<file path="config.mk">
export PLATFORM = sky130hd
export DESIGN_NAME = e3tx_payload_timer
export DESIGN_NICKNAME = d
export VERILOG_FILES = /design/src/rtl/e3tx_pkg.sv /design/src/rtl/e3tx_bit_counter.sv /design/src/rtl/e3tx_slot_decode.sv /design/src/rtl/e3tx_payload_capture.sv /design/src/rtl/e3tx_frame_tally.sv /design/src/rtl/e3tx_payload_timer.sv
export SDC_FILE = /design/constraint.sdc
export NUM_CORES = 1
export LEC_CHECK = 0
export BUFFER_PORTS_ARGS = -buffer_cell sky130_fd_sc_hd__buf_2
export CAP_MARGIN = 20
export CORE_MARGIN = 2
export CORE_UTILIZATION = 40
export DETAILED_ROUTE_END_ITERATION = 10
export SETUP_SLACK_MARGIN = 0.1
export SLEW_MARGIN = 30
export SYNTH_ARGS = -nofsm -noshare
export SYNTH_HDL_FRONTEND = slang
export SYNTH_HIERARCHICAL = 1
export SYNTH_SLANG_ARGS = --single-unit
export TNS_END_PERCENT = 100
</file>
<file path="constraint.sdc">
create_clock -name clk -period 2.7 [get_ports clk]
set_clock_uncertainty 0.1 [all_clocks]
set_input_delay 0.54 -clock clk [delete_from_list [all_inputs] [get_ports clk]]
set_output_delay 0.54 -clock clk [all_outputs]
set_load 0.02 [all_outputs]
</file>
<file path="src/rtl/e3tx_pkg.sv">
package e3tx_pkg;

    typedef enum logic {
        SLOT_OVERHEAD = 1'b0,
        SLOT_PAYLOAD  = 1'b1
    } slot_kind_e;

    typedef struct packed {
        logic       last;   // final position of the frame
        logic       warn;   // next position is overhead
        slot_kind_e kind;   // class of the current position
    } slot_info_t;

endpackage

</file>
<file path="src/rtl/e3tx_bit_counter.sv">
module e3tx_bit_counter #(
    parameter int FRAME_LEN = 1536,
    localparam int POS_W = $clog2(FRAME_LEN)
) (
    input  logic             clk,
    input  logic             rst,
    output logic [POS_W-1:0] pos_o,
    output logic             wrap_o
);
    localparam logic [POS_W-1:0] LAST_POS = POS_W'(FRAME_LEN - 1);

    typedef struct packed {
        logic [POS_W-1:0] pos;
    } cnt_state_t;

    cnt_state_t st_d, st_q;

    always_comb begin
        st_d = st_q;
        if (st_q.pos == LAST_POS) begin
            st_d.pos = '0;
        end else begin
            st_d.pos = st_q.pos + 1'b1;
        end
    end

    always_ff @(posedge clk) begin
        if (rst) begin
            st_q <= '0;
        end else begin
            st_q <= st_d;
        end
    end

    assign pos_o  = st_q.pos;
    assign wrap_o = (st_q.pos == LAST_POS);

    // position never leaves the frame
    p_pos_range_r2: assert property (@(posedge clk) disable iff (rst)
        pos_o <= LAST_POS);

    // wrap is followed by position 0
    p_pos_wrap_r2: assert property (@(posedge clk) disable iff (rst)
        wrap_o |=> (pos_o == '0));

    // without wrap the position grows
    p_pos_grow_r2: assert property (@(posedge clk) disable iff (rst)
        !wrap_o |=> (pos_o > $past(pos_o)));

endmodule

</file>
<file path="src/rtl/e3tx_slot_decode.sv">
module e3tx_slot_decode
    import e3tx_pkg::*;
#(
    parameter int FRAME_LEN = 1536,
    parameter int OH_LEN    = 12,
    localparam int POS_W = $clog2(FRAME_LEN)
) (
    input  logic [POS_W-1:0] pos_i,
    output slot_info_t       info_o
);
    localparam logic [POS_W-1:0] LAST_POS = POS_W'(FRAME_LEN - 1);
    localparam logic [POS_W-1:0] OH_END   = POS_W'(OH_LEN);
    localparam logic [POS_W-1:0] WARN_END = POS_W'(OH_LEN - 1);

    always_comb begin
        info_o      = '0;
        info_o.last = (pos_i == LAST_POS);
        info_o.kind = (pos_i < OH_END) ? SLOT_OVERHEAD : SLOT_PAYLOAD;
        // warn covers the position before every overhead slot
        info_o.warn = (pos_i == LAST_POS) || (pos_i < WARN_END);
    end

endmodule

</file>
<file path="src/rtl/e3tx_payload_capture.sv">
module e3tx_payload_capture (
    input  logic clk,
    input  logic rst,
    input  logic ser_i,
    input  logic take_i,
    output logic data_o,
    output logic valid_o
);
    typedef struct packed {
        logic data;
        logic valid;
    } cap_state_t;

    cap_state_t st_d, st_q;

    always_comb begin
        st_d       = st_q;
        st_d.valid = take_i;
        if (take_i) begin
            st_d.data = ser_i;
        end
    end

    always_ff @(posedge clk) begin
        if (rst) begin
            st_q <= '0;
        end else begin
            st_q <= st_d;
        end
    end

    assign data_o  = st_q.data;
    assign valid_o = st_q.valid;

    // a payload slot yields the sampled bit next cycle
    p_take_bit_r5: assert property (@(posedge clk) disable iff (rst)
        take_i |=> (valid_o && (data_o == $past(ser_i))));

    // no strobe after a skipped slot
    p_skip_quiet_r6: assert property (@(posedge clk) disable iff (rst)
        !take_i |=> !valid_o);

endmodule

</file>
<file path="src/rtl/e3tx_frame_tally.sv">
module e3tx_frame_tally #(
    parameter int FCNT_W = 16
) (
    input  logic              clk,
    input  logic              rst,
    input  logic              wrap_i,
    output logic [FCNT_W-1:0] cnt_o
);
    typedef struct packed {
        logic [FCNT_W-1:0] cnt;
    } tally_state_t;

    tally_state_t st_d, st_q;

    always_comb begin
        st_d = st_q;
        if (wrap_i) begin
            st_d.cnt = st_q.cnt + 1'b1;
        end
    end

    always_ff @(posedge clk) begin
        if (rst) begin
            st_q <= '0;
        end else begin
            st_q <= st_d;
        end
    end

    assign cnt_o = st_q.cnt;

    // one step per wrap
    p_count_step_r7: assert property (@(posedge clk) disable iff (rst)
        wrap_i |=> (cnt_o == $past(cnt_o) + 1'b1));

    // steady between wraps
    p_count_hold_r7: assert property (@(posedge clk) disable iff (rst)
        !wrap_i |=> $stable(cnt_o));

endmodule

</file>
<file path="src/rtl/e3tx_payload_timer.sv">
module e3tx_payload_timer
    import e3tx_pkg::*;
#(
    parameter int FRAME_LEN = 1536,
    parameter int OH_LEN    = 12,
    parameter int FCNT_W    = 16
) (
    input  logic              clk,
    input  logic              rst,
    input  logic              serial_in,
    output logic              frame_last_o,
    output logic              oh_warn_o,
    output logic              pay_data_o,
    output logic              pay_valid_o,
    output logic [FCNT_W-1:0] frame_cnt_o
);
    localparam int POS_W = $clog2(FRAME_LEN);
    localparam logic [POS_W-1:0] OH_END = POS_W'(OH_LEN);

    logic [POS_W-1:0] pos_q;
    logic             wrap;
    slot_info_t       info;

    e3tx_bit_counter #(
        .FRAME_LEN (FRAME_LEN)
    ) u_counter (
        .clk    (clk),
        .rst    (rst),
        .pos_o  (pos_q),
        .wrap_o (wrap)
    );

    e3tx_slot_decode #(
        .FRAME_LEN (FRAME_LEN),
        .OH_LEN    (OH_LEN)
    ) u_decode (
        .pos_i  (pos_q),
        .info_o (info)
    );

    e3tx_payload_capture u_capture (
        .clk     (clk),
        .rst     (rst),
        .ser_i   (serial_in),
        .take_i  (info.kind == SLOT_PAYLOAD),
        .data_o  (pay_data_o),
        .valid_o (pay_valid_o)
    );

    e3tx_frame_tally #(
        .FCNT_W (FCNT_W)
    ) u_tally (
        .clk    (clk),
        .rst    (rst),
        .wrap_i (wrap),
        .cnt_o  (frame_cnt_o)
    );

    // pulses are silent while reset is held
    assign frame_last_o = info.last & ~rst;
    assign oh_warn_o    = info.warn & ~rst;

    // a single-cycle pulse, then position 0
    p_last_single_r3: assert property (@(posedge clk) disable iff (rst)
        frame_last_o |=> (!frame_last_o && (pos_q == '0)));

    // warning is always followed by an overhead slot
    p_warn_then_oh_r4: assert property (@(posedge clk) disable iff (rst)
        oh_warn_o |=> (pos_q < OH_END));

    // every overhead slot after the first was announced
    p_oh_announced_r4: assert property (@(posedge clk) disable iff (rst)
        ((pos_q != '0) && (pos_q < OH_END)) |-> $past(oh_warn_o));

    // no strobe in the cycle after overhead positions 0..OH_LEN-1
    p_no_oh_valid_r6: assert property (@(posedge clk) disable iff (rst)
        pay_valid_o |-> !((pos_q != '0) && (pos_q <= OH_END)));

endmodule

</file>
==> out/metrics.cfg, run 1 <==
[cells_and_area]
n_antenna_cell=0
stdcell_count=228
design_area_um2=1630
nets=186
area_growth_pct=16.5
drive_gt1_frac=0.247
fill_cells=342

[place]
placed_cell_area_um2=1560
dp_hpwl_um=1960
dp_cells=220
port_buffers=22
dp_slack_ns=0.222
place_congestion=0.790

[routing]
wl_met3_um=129
wirelength_um=2780
wl_met1_um=1310
firstDrtPassIters=4
dr_total_vias=1206
post-route-drc-count=0
wl_met2_um=1320
maxUsedRoutingLayer=met4
drt_first_iter_violations=49
routed_via_density=5.29
drtAntennaViolNets=0
wl_per_cell_um=12.2

[setup_path]
cp-startpoint=u_counter/pos_o[8]
setup.worst_path.end_class=output pin
r2r_end=u_tally/cnt_o[13]
arrival_ns=1.85
cp_slowest_stage_delay_ns=0.56
start_kind=flip-flop
worstPathMaxFanout=6
path_delay_family=simple AND/OR/NAND/NOR gates
critPathCapture=oh_warn_o
reg2reg_from=u_counter/pos_o[0]
r2r_slack_ns=0.28
r2r_cells=7
crit_type=flip-flop to output pin
path_depth=5
worstPathRequired_ns=2.06
crit_buf_inv=1
crit_path_cell_trace=or4_4 -> nor4_4 -> a21o_1 -> nor2b_1 -> buf_4
crit_slowest_cell=or4_4

[clock_network]
htreeDepth=2
post-cts-setup-buffers=0
ctsHoldBuffers=0
clockRootBuffer=clkbuf_4
cts_sinks=29
clk_pin_slew_ns=0.09
clk_path_buf_depth=2
clock_latency_ns=0.32
cts_tree=yes
cts_buffers=5
cts_resized=0

[power_and_ir_drop]
seqPwrFrac=0.618
p_int_mw=0.539
peakVddDrop_uv=222
p_comb_frac=0.033
total_power_mw=0.705
p_leak_nw=0.655
switching_share=0.236
p_sw_mw=0.167
power_density_nw_per_um2=434
clockPowerShare=0.348

[global_route]
grt_max_degree=27
grtUsageTotal=0.155
grt_pass1_vias=1151
antenna_found_initial=0
grt_first_pass_wirelength_um=4940
gr-total-overflow=0

[synth]
synth_async_sr_flop_share=0
synth.area.mux_share=0.0305
netlist_area_um2=1400
ys_seq_area_frac=0.416
synth_largest_area_cell=dfxtp_1
syn-num-nets=159
synth_top_family_by_area=simple AND/OR/NAND/NOR gates
synth.area.top_cells=dfxtp_1 (42%), nor2_1 (6.2%), xnor2_1 (4.4%)
synth_ff_type=dfxtp_1
synth_edf_count=0
yosys_warnings=6
synth-simple-area-share=0.336
synth-xor-area-share=0.0816
ys_ff_latch=29
ys_types=37
synth_fa_ha_area_frac=0.0179
syn_area_per_cell_um2=9.06
synth-compound-area-share=0.0987
syn_inst=154
synth_top_area_frac=0.416

[timing]
setup_viol=0
relSlewSlack=0.553
maxSlewViolCount=0
min_period_over_period=0.922
hold_viol_final=0
fin_ws_ns=0.211
fin_tns_setup_ns=0
rsz0062_at_grt=true
max_freq_mhz=402
fin_crit_ns=2.49
worst_pin_slew_ns=0.666

[die]
die_area_um2=3980
row_count=21
dieWidth_um=63.1
io_pins=23
core_um2=3340
initial_core_util=0.418
die_h_um=63.1

[worst_hold_path]
min_path_type=primary input to flip-flop

[run_status]
status=finished, final reports clean

[job]
maxCapViolCount=0

-- metal layers --
metal,track usage,vias up
met1,0.192,575
li1,-,606
met2,0.247,23
met5,0,-
met3,0.0536,2
met4,0.0583,0
-- cell type report --
type	instances	area, um^2	area share
Sequential cell	29	582	0.358
Multi-Input combinational cell	118	800	0.492
Inverter	4	15.0	0.00924
Timing Repair Buffer	23	120	0.0739
Clock buffer	6	41.3	0.0254
Clock inverter	2	10.0	0.00616
Tap cell	46	57.6	0.0354
-- how the worst min path moves through the flow --
stage                       start                  to  slack (ns)  depth (start not counted)
2_1_floorplan  u_counter/pos_o[0]  u_counter/pos_o[0]        0.34                          1
3_3_place_gp   u_counter/pos_o[0]  u_counter/pos_o[0]        0.35                          1
3_5_place_dp   u_counter/pos_o[0]  u_counter/pos_o[0]        0.37                          1
4_1_cts                 serial_in    u_capture/data_o        0.35                          3
5_1_grt                 serial_in    u_capture/data_o        0.36                          3
6_report                serial_in    u_capture/data_o        0.35                          3
-- through the flow --
stage | hold WS [ns] | utilization
floorplan | 0.341 | -
global placement | 0.354 | 0.469
detailed placement | 0.369 | 0.469
CTS | 0.348 | 0.484
global route | 0.359 | 0.487
finish | 0.353 | 0.487
-- cell families (layout without fill, tap and decap cells) --
family / after synthesis / in the layout
DFF: 29 / 29
xor gates and xnor gates: 13 / 13
muxes: 4 / 4
buffers and inverters: 7 / 35
AOI/OAI and AO/OA: 21 / 21
and+or+nand+nor: 78 / 78
adders and majority gates: 2 / 2
-- synth_stat cells (3+ instances only) --
| cell type | number |
|---|---|
| nand3_1 | 7 |
| xnor2_1 | 7 |
| nand4_1 | 3 |
| o21ai_0 | 4 |
| clkbuf_1 | 3 |
| dfxtp_1 | 29 |
| nor4_1 | 4 |
| nor2_1 | 23 |
| xor2_1 | 6 |
| nor3_1 | 4 |
| nor2b_1 | 4 |
| or3_1 | 3 |
| a21oi_1 | 8 |
| inv_1 | 4 |
| nand2_1 | 14 |
-- power by group through the flow --
stage          clock (mW)  combinational (mW)  sequential, mW
3_3_place_gp            0              0.0226           0.446
6_report            0.246              0.0236           0.436
3_5_place_dp            0              0.0233           0.446
4_1_cts             0.257              0.0234           0.436
2_1_floorplan           0              0.0165           0.445
5_1_grt             0.278              0.0269           0.437
-- worst register-to-register path, delay by kind of cell (launching register included) --
family                     cells  cell delay, ns
and+or+nand+nor                5            1.49
DFF                            1            0.40
adders and majority gates      1            0.25
AOI/OAI and AO/OA              1            0.14
-- registers in the layout (all words and copies together), names as in the netlist --
| register | flops |
|---|---|
| u_capture/valid_o | 1 |
| u_capture/data_o | 1 |
| u_counter/pos_o | 11 |
| u_tally/cnt_o | 16 |
-- cell usage in the layout, fill, tap and decap left out, types with 2 or more instances in the layout --
cell	synthesis	routed
nor3_1	4	3
dfxtp_1	29	28
a21o_1	2	2
nor4_4	2	2
o31ai_1	2	2
nand4b_1	2	2
mux2i_1	2	2
o41ai_1	2	2
nand3_1	7	7
a21oi_1	8	8
nand2_1	14	14
xnor2_1	7	7
o21ai_0	4	4
nor2b_1	4	4
buf_2	0	21
nor2_1	23	23
nor4_1	4	4
nand4_1	3	3
buf_4	0	2
or4_1	2	2
clkbuf_4	0	5
xor2_1	6	6
mux2_2	2	2
inv_1	4	4
ha_1	2	2
or3_1	3	3
clkinv_2	0	2
Power figures use the tool's default switching activity.
==> run 2, diff against run 1 <==
--- a/config.mk
+++ b/config.mk
@@ -10,6 +10,7 @@
 export CORE_MARGIN = 2
 export CORE_UTILIZATION = 40
 export DETAILED_ROUTE_END_ITERATION = 10
+export REMOVE_ABC_BUFFERS = 1
 export SETUP_SLACK_MARGIN = 0.1
 export SLEW_MARGIN = 30
 export SYNTH_ARGS = -nofsm -noshare
==> out/metrics.cfg, run 2 (same netlist as run 1, synthesis figures left out) <==
[run_status]
status=finished, final reports clean

[clock_network]
cts_sinks=29
htreeDepth=2
clk_pin_slew_ns=0.09
cts_tree=yes
cts_buffers=5
clock_latency_ns=0.33
ctsHoldBuffers=0
clockRootBuffer=clkbuf_4
clk_path_buf_depth=2

[timing]
fin_tns_setup_ns=0
rsz0062_at_grt=true
max_freq_mhz=393
fin_crit_ns=2.54
maxSlewViolCount=0
relSlewSlack=0.532
min_period_over_period=0.942
setup_viol=0
hold_viol_final=0
worst_pin_slew_ns=0.697

[die]
row_count=21
die_h_um=63.1
dieWidth_um=63.1
io_pins=23
die_area_um2=3980
core_um2=3340
initial_core_util=0.418

[cells_and_area]
area_growth_pct=18.8
regArea_um2=589
nets=189
design_area_um2=1660
largest_reg_flops=16
layout_commonest_cell=dfxtp_1
n_antenna_cell=0
drive_gt1_frac=0.276
multi_input_area_um2=798
final_cell_mix=dfxtp_1 (26), nor2_1 (23), buf_2 (21)
fill_cells=339
stdcell_count=231

[setup_path]
worstPathMaxFanout=5
start_kind=flip-flop
arrival_ns=1.90
r2r_slack_ns=0.29
r2r_end=u_tally/cnt_o[13]
crit_type=flip-flop to output pin
reg2reg_from=u_counter/pos_o[0]
cp-startpoint=u_counter/pos_o[8]
worstPathRequired_ns=2.06
r2r_cells=8
setup.worst_path.end_class=output pin

[global_route]
grtUsageTotal=0.165
grt_pass1_vias=1088
grt_first_pass_wirelength_um=5120
grt_max_degree=25
gr-total-overflow=0
antenna_found_initial=0

[place]
place_congestion=0.799
port_buffers=22
dp_hpwl_um=2080
dp_cells=221
placed_cell_area_um2=1570

[power_and_ir_drop]
peakVddDrop_uv=341
p_leak_nw=0.664
p_int_mw=0.539
p_sw_mw=0.175
seqPwrFrac=0.608
power_density_nw_per_um2=431
clockPowerShare=0.354
switching_share=0.246
total_power_mw=0.714
p_comb_frac=0.038

[routing]
drtAntennaViolNets=0
post-route-drc-count=0
wirelength_um=3030
wl_per_cell_um=13.1
dr_total_vias=1221
firstDrtPassIters=4
routed_via_density=5.29
drt_first_iter_violations=58

[job]
maxCapViolCount=0

[worst_hold_path]
whs_path_depth=3
worstHoldEndpoint=u_capture/data_o
min_path_type=primary input to flip-flop
min_from=serial_in

==> run 2: how the worst max path moves through the flow <==
stage | to | slack, ns
global placement | u_tally/cnt_o[13] | 0.40
global route | oh_warn_o | 0.07
finish | oh_warn_o | 0.16
CTS | oh_warn_o | 0.15
floorplan | u_tally/cnt_o[13] | 0.09
detailed placement | u_tally/cnt_o[13] | 0.26
==> run 2: area by class of cell <==
type                            instances  share of cell area
Clock buffer                            6              0.0249
Clock inverter                          2             0.00604
Inverter                                4             0.00906
Multi-Input combinational cell        118               0.482
Sequential cell                        29               0.355
Tap cell                               46              0.0347
Timing Repair Buffer                   26              0.0883
==> run 2: per-stage QoR <==
stage                     setup WS, ns  hold slack, ns   util
after floorplan                 0.0921           0.341      -
after global placement           0.400           0.355  0.469
after detailed placement         0.260           0.379  0.469
after CTS                        0.151           0.360  0.485
after global routing            0.0673           0.369  0.497
final                            0.156           0.373  0.497
==> run 2: what timing repair did <==
action                     in CTS  in global routing
setup buffers                   0                  2
setup endpoints to repair       0                  2
resized for setup               0                 10
==> run 2: critical path: stages (launching register included) <==
cell and delay (ns):
dfxtp_4 0.37, or4_4 0.54, nor4_4 0.27, a21o_1 0.16, nor2b_4 0.13, buf_6 0.11
==> run 2: power groups by stage <==
stage / sequential (mW) / clock (mW) / combinational [mW]
3_5_place_dp: 0.446 / 0 / 0.0252
3_3_place_gp: 0.445 / 0 / 0.0238
5_1_grt: 0.436 / 0.291 / 0.0301
2_1_floorplan: 0.445 / 0 / 0.0132
6_report: 0.434 / 0.253 / 0.0273
4_1_cts: 0.436 / 0.263 / 0.0251
==> run 2: per-layer routing <==
metal  wire (um)  part of all wire  global-route usage  vias up
met3         202             0.067              0.0661        2
met5           0                 0                   0        -
met1        1530              0.51               0.230      566
met4          12            0.0040              0.0472        0
li1            -                 -                   -      615
met2        1280              0.42               0.233       38
==> run 3, diff against run 2 <==
--- a/config.mk
+++ b/config.mk
@@ -5,11 +5,12 @@
 export SDC_FILE = /design/constraint.sdc
 export NUM_CORES = 1
 export LEC_CHECK = 0
-export BUFFER_PORTS_ARGS = -buffer_cell sky130_fd_sc_hd__buf_2
+export BUFFER_PORTS_ARGS = -buffer_cell sky130_fd_sc_hd__buf_4
 export CAP_MARGIN = 20
 export CORE_MARGIN = 2
 export CORE_UTILIZATION = 40
 export DETAILED_ROUTE_END_ITERATION = 10
+export GPL_TIMING_DRIVEN = 0
 export REMOVE_ABC_BUFFERS = 1
 export SETUP_SLACK_MARGIN = 0.1
 export SLEW_MARGIN = 30
==> constraint.sdc (replaced) <==
create_clock -name clk -period 2.7 [get_ports clk]
set_clock_uncertainty 0.1 [all_clocks]
set_input_delay 0.405 -clock clk [delete_from_list [all_inputs] [get_ports clk]]
set_output_delay 0.405 -clock clk [all_outputs]
set_load 0.02 [all_outputs]
==> out/metrics.cfg, run 3 (same netlist as run 1, synthesis figures left out) <==
[place]
dp_slack_ns=-0.291
port_buffers=22
placed_cell_area_um2=1610
dp_hpwl_um=1910
place_congestion=0.772
dp_cells=219

[die]
core_um2=3340
initial_core_util=0.418
io_pins=23
dieWidth_um=63.1
row_count=21
die_h_um=63.1
die_area_um2=3980

[cells_and_area]
design_area_um2=1750
area_growth_pct=25.3
stdcell_count=235
regArea_um2=581
n_antenna_cell=0
drive_gt1_frac=0.275
fill_cells=354
final_cell_mix=buf_4 (30), dfxtp_1 (29), nor2_1 (23)
largest_reg_flops=16
layout_commonest_cell=buf_4
multi_input_area_um2=800
final_util=0.524
nets=193

[routing]
post-route-drc-count=0
dr_total_vias=1224
drt_first_iter_violations=57
wl_per_cell_um=11.8
drtAntennaViolNets=0
routed_via_density=5.21
firstDrtPassIters=5
wirelength_um=2780

[setup_path]
crit_type=flip-flop to flip-flop
setup.worst_path.end_class=flip-flop
r2r_cells=6
worstPathRequired_ns=2.82
reg2reg_from=u_counter/pos_o[0]
r2r_end=u_tally/cnt_o[14]
worstPathMaxFanout=5
arrival_ns=2.63
start_kind=flip-flop
r2r_slack_ns=0.18

[timing]
max_freq_mhz=397
worst_pin_slew_ns=0.682
fin_crit_ns=2.52
fin_ws_ns=0.182
min_period_over_period=0.932
maxSlewViolCount=0
setup_viol=0
hold_viol_final=0
relSlewSlack=0.543
rsz0062_at_grt=false
fin_tns_setup_ns=0

[global_route]
grt_max_degree=27
antenna_found_initial=0
grt_first_pass_wirelength_um=4510
grt_pass1_vias=1014
gr-total-overflow=0
grtUsageTotal=0.146

[power_and_ir_drop]
p_leak_nw=0.693
power_density_nw_per_um2=433
peakVddDrop_uv=382

[run_status]
status=finished, final reports clean

[worst_hold_path]
whs_path_depth=3
min_from=serial_in
min_path_type=primary input to flip-flop
worstHoldEndpoint=u_capture/data_o

[clock_network]
clk_path_buf_depth=2
clock_latency_ns=0.32
clockRootBuffer=clkbuf_4
htreeDepth=2
ctsHoldBuffers=0
cts_tree=yes
cts_buffers=5
clk_pin_slew_ns=0.09
cts_sinks=29

[job]
maxCapViolCount=0

==> run 3: what timing repair did <==
item | CTS | global route
pin swaps | 1 | 2
setup buffers | 0 | 8
gates resized for setup | 2 | 0
endpoints found under the setup margin | 10 | 4
==> run 3: final cells by class <==
cell class              count  area share
inverters                   4     0.00859
flip-flops and latches     29       0.332
repair buffers             30       0.129
clock inverters             1     0.00286
well taps                  46      0.0329
multi-input cells         118       0.457
clock buffers               7      0.0372
==> run 3: routing by layer <==
metal  global-route usage  vias to the layer above  share of wire
li1                     -                      620              -
met1                0.199                      566           0.48
met5                    0                        -              0
met4               0.0750                        0          0.017
met3               0.0536                        4          0.068
met2                0.199                       34           0.43
==> run 3: per-stage QoR <==
step                power (mW)  hold WS, ns
floorplan                0.458        0.341
detailed placement       0.471        0.368
finish                   0.756        0.245
CTS                      0.768        0.230
global route             0.796        0.232
global placement         0.469        0.358
==> run 3: report_power, final <==
part / leakage [nW] / switching [mW] / internal (mW)
clock network: 0.0413 / 0.145 / 0.151
registers: 0.234 / 0.00517 / 0.431
logic: 0.417 / 0.0147 / 0.00911
==> run 3: worst max-delay path by stage <==
stage | start | endpoint | depth (start not counted)
floorplan | u_counter/pos_o[0] | u_tally/cnt_o[13] | 7
global placement | u_counter/pos_o[0] | u_tally/cnt_o[13] | 7
detailed placement | u_counter/pos_o[0] | u_tally/cnt_o[13] | 7
CTS | u_counter/pos_o[0] | u_tally/cnt_o[13] | 7
global route | u_counter/pos_o[0] | u_tally/cnt_o[13] | 7
finish | u_counter/pos_o[0] | u_tally/cnt_o[14] | 6
==> run 3: worst max-delay path: stages, from the launching register on <==
cell      delay (ns)
dfxtp_1         0.40
ha_1            0.25
nand4b_1        0.24
nor3_4          0.35
nand3_1         0.26
nor4_1          0.43
mux2_2          0.37
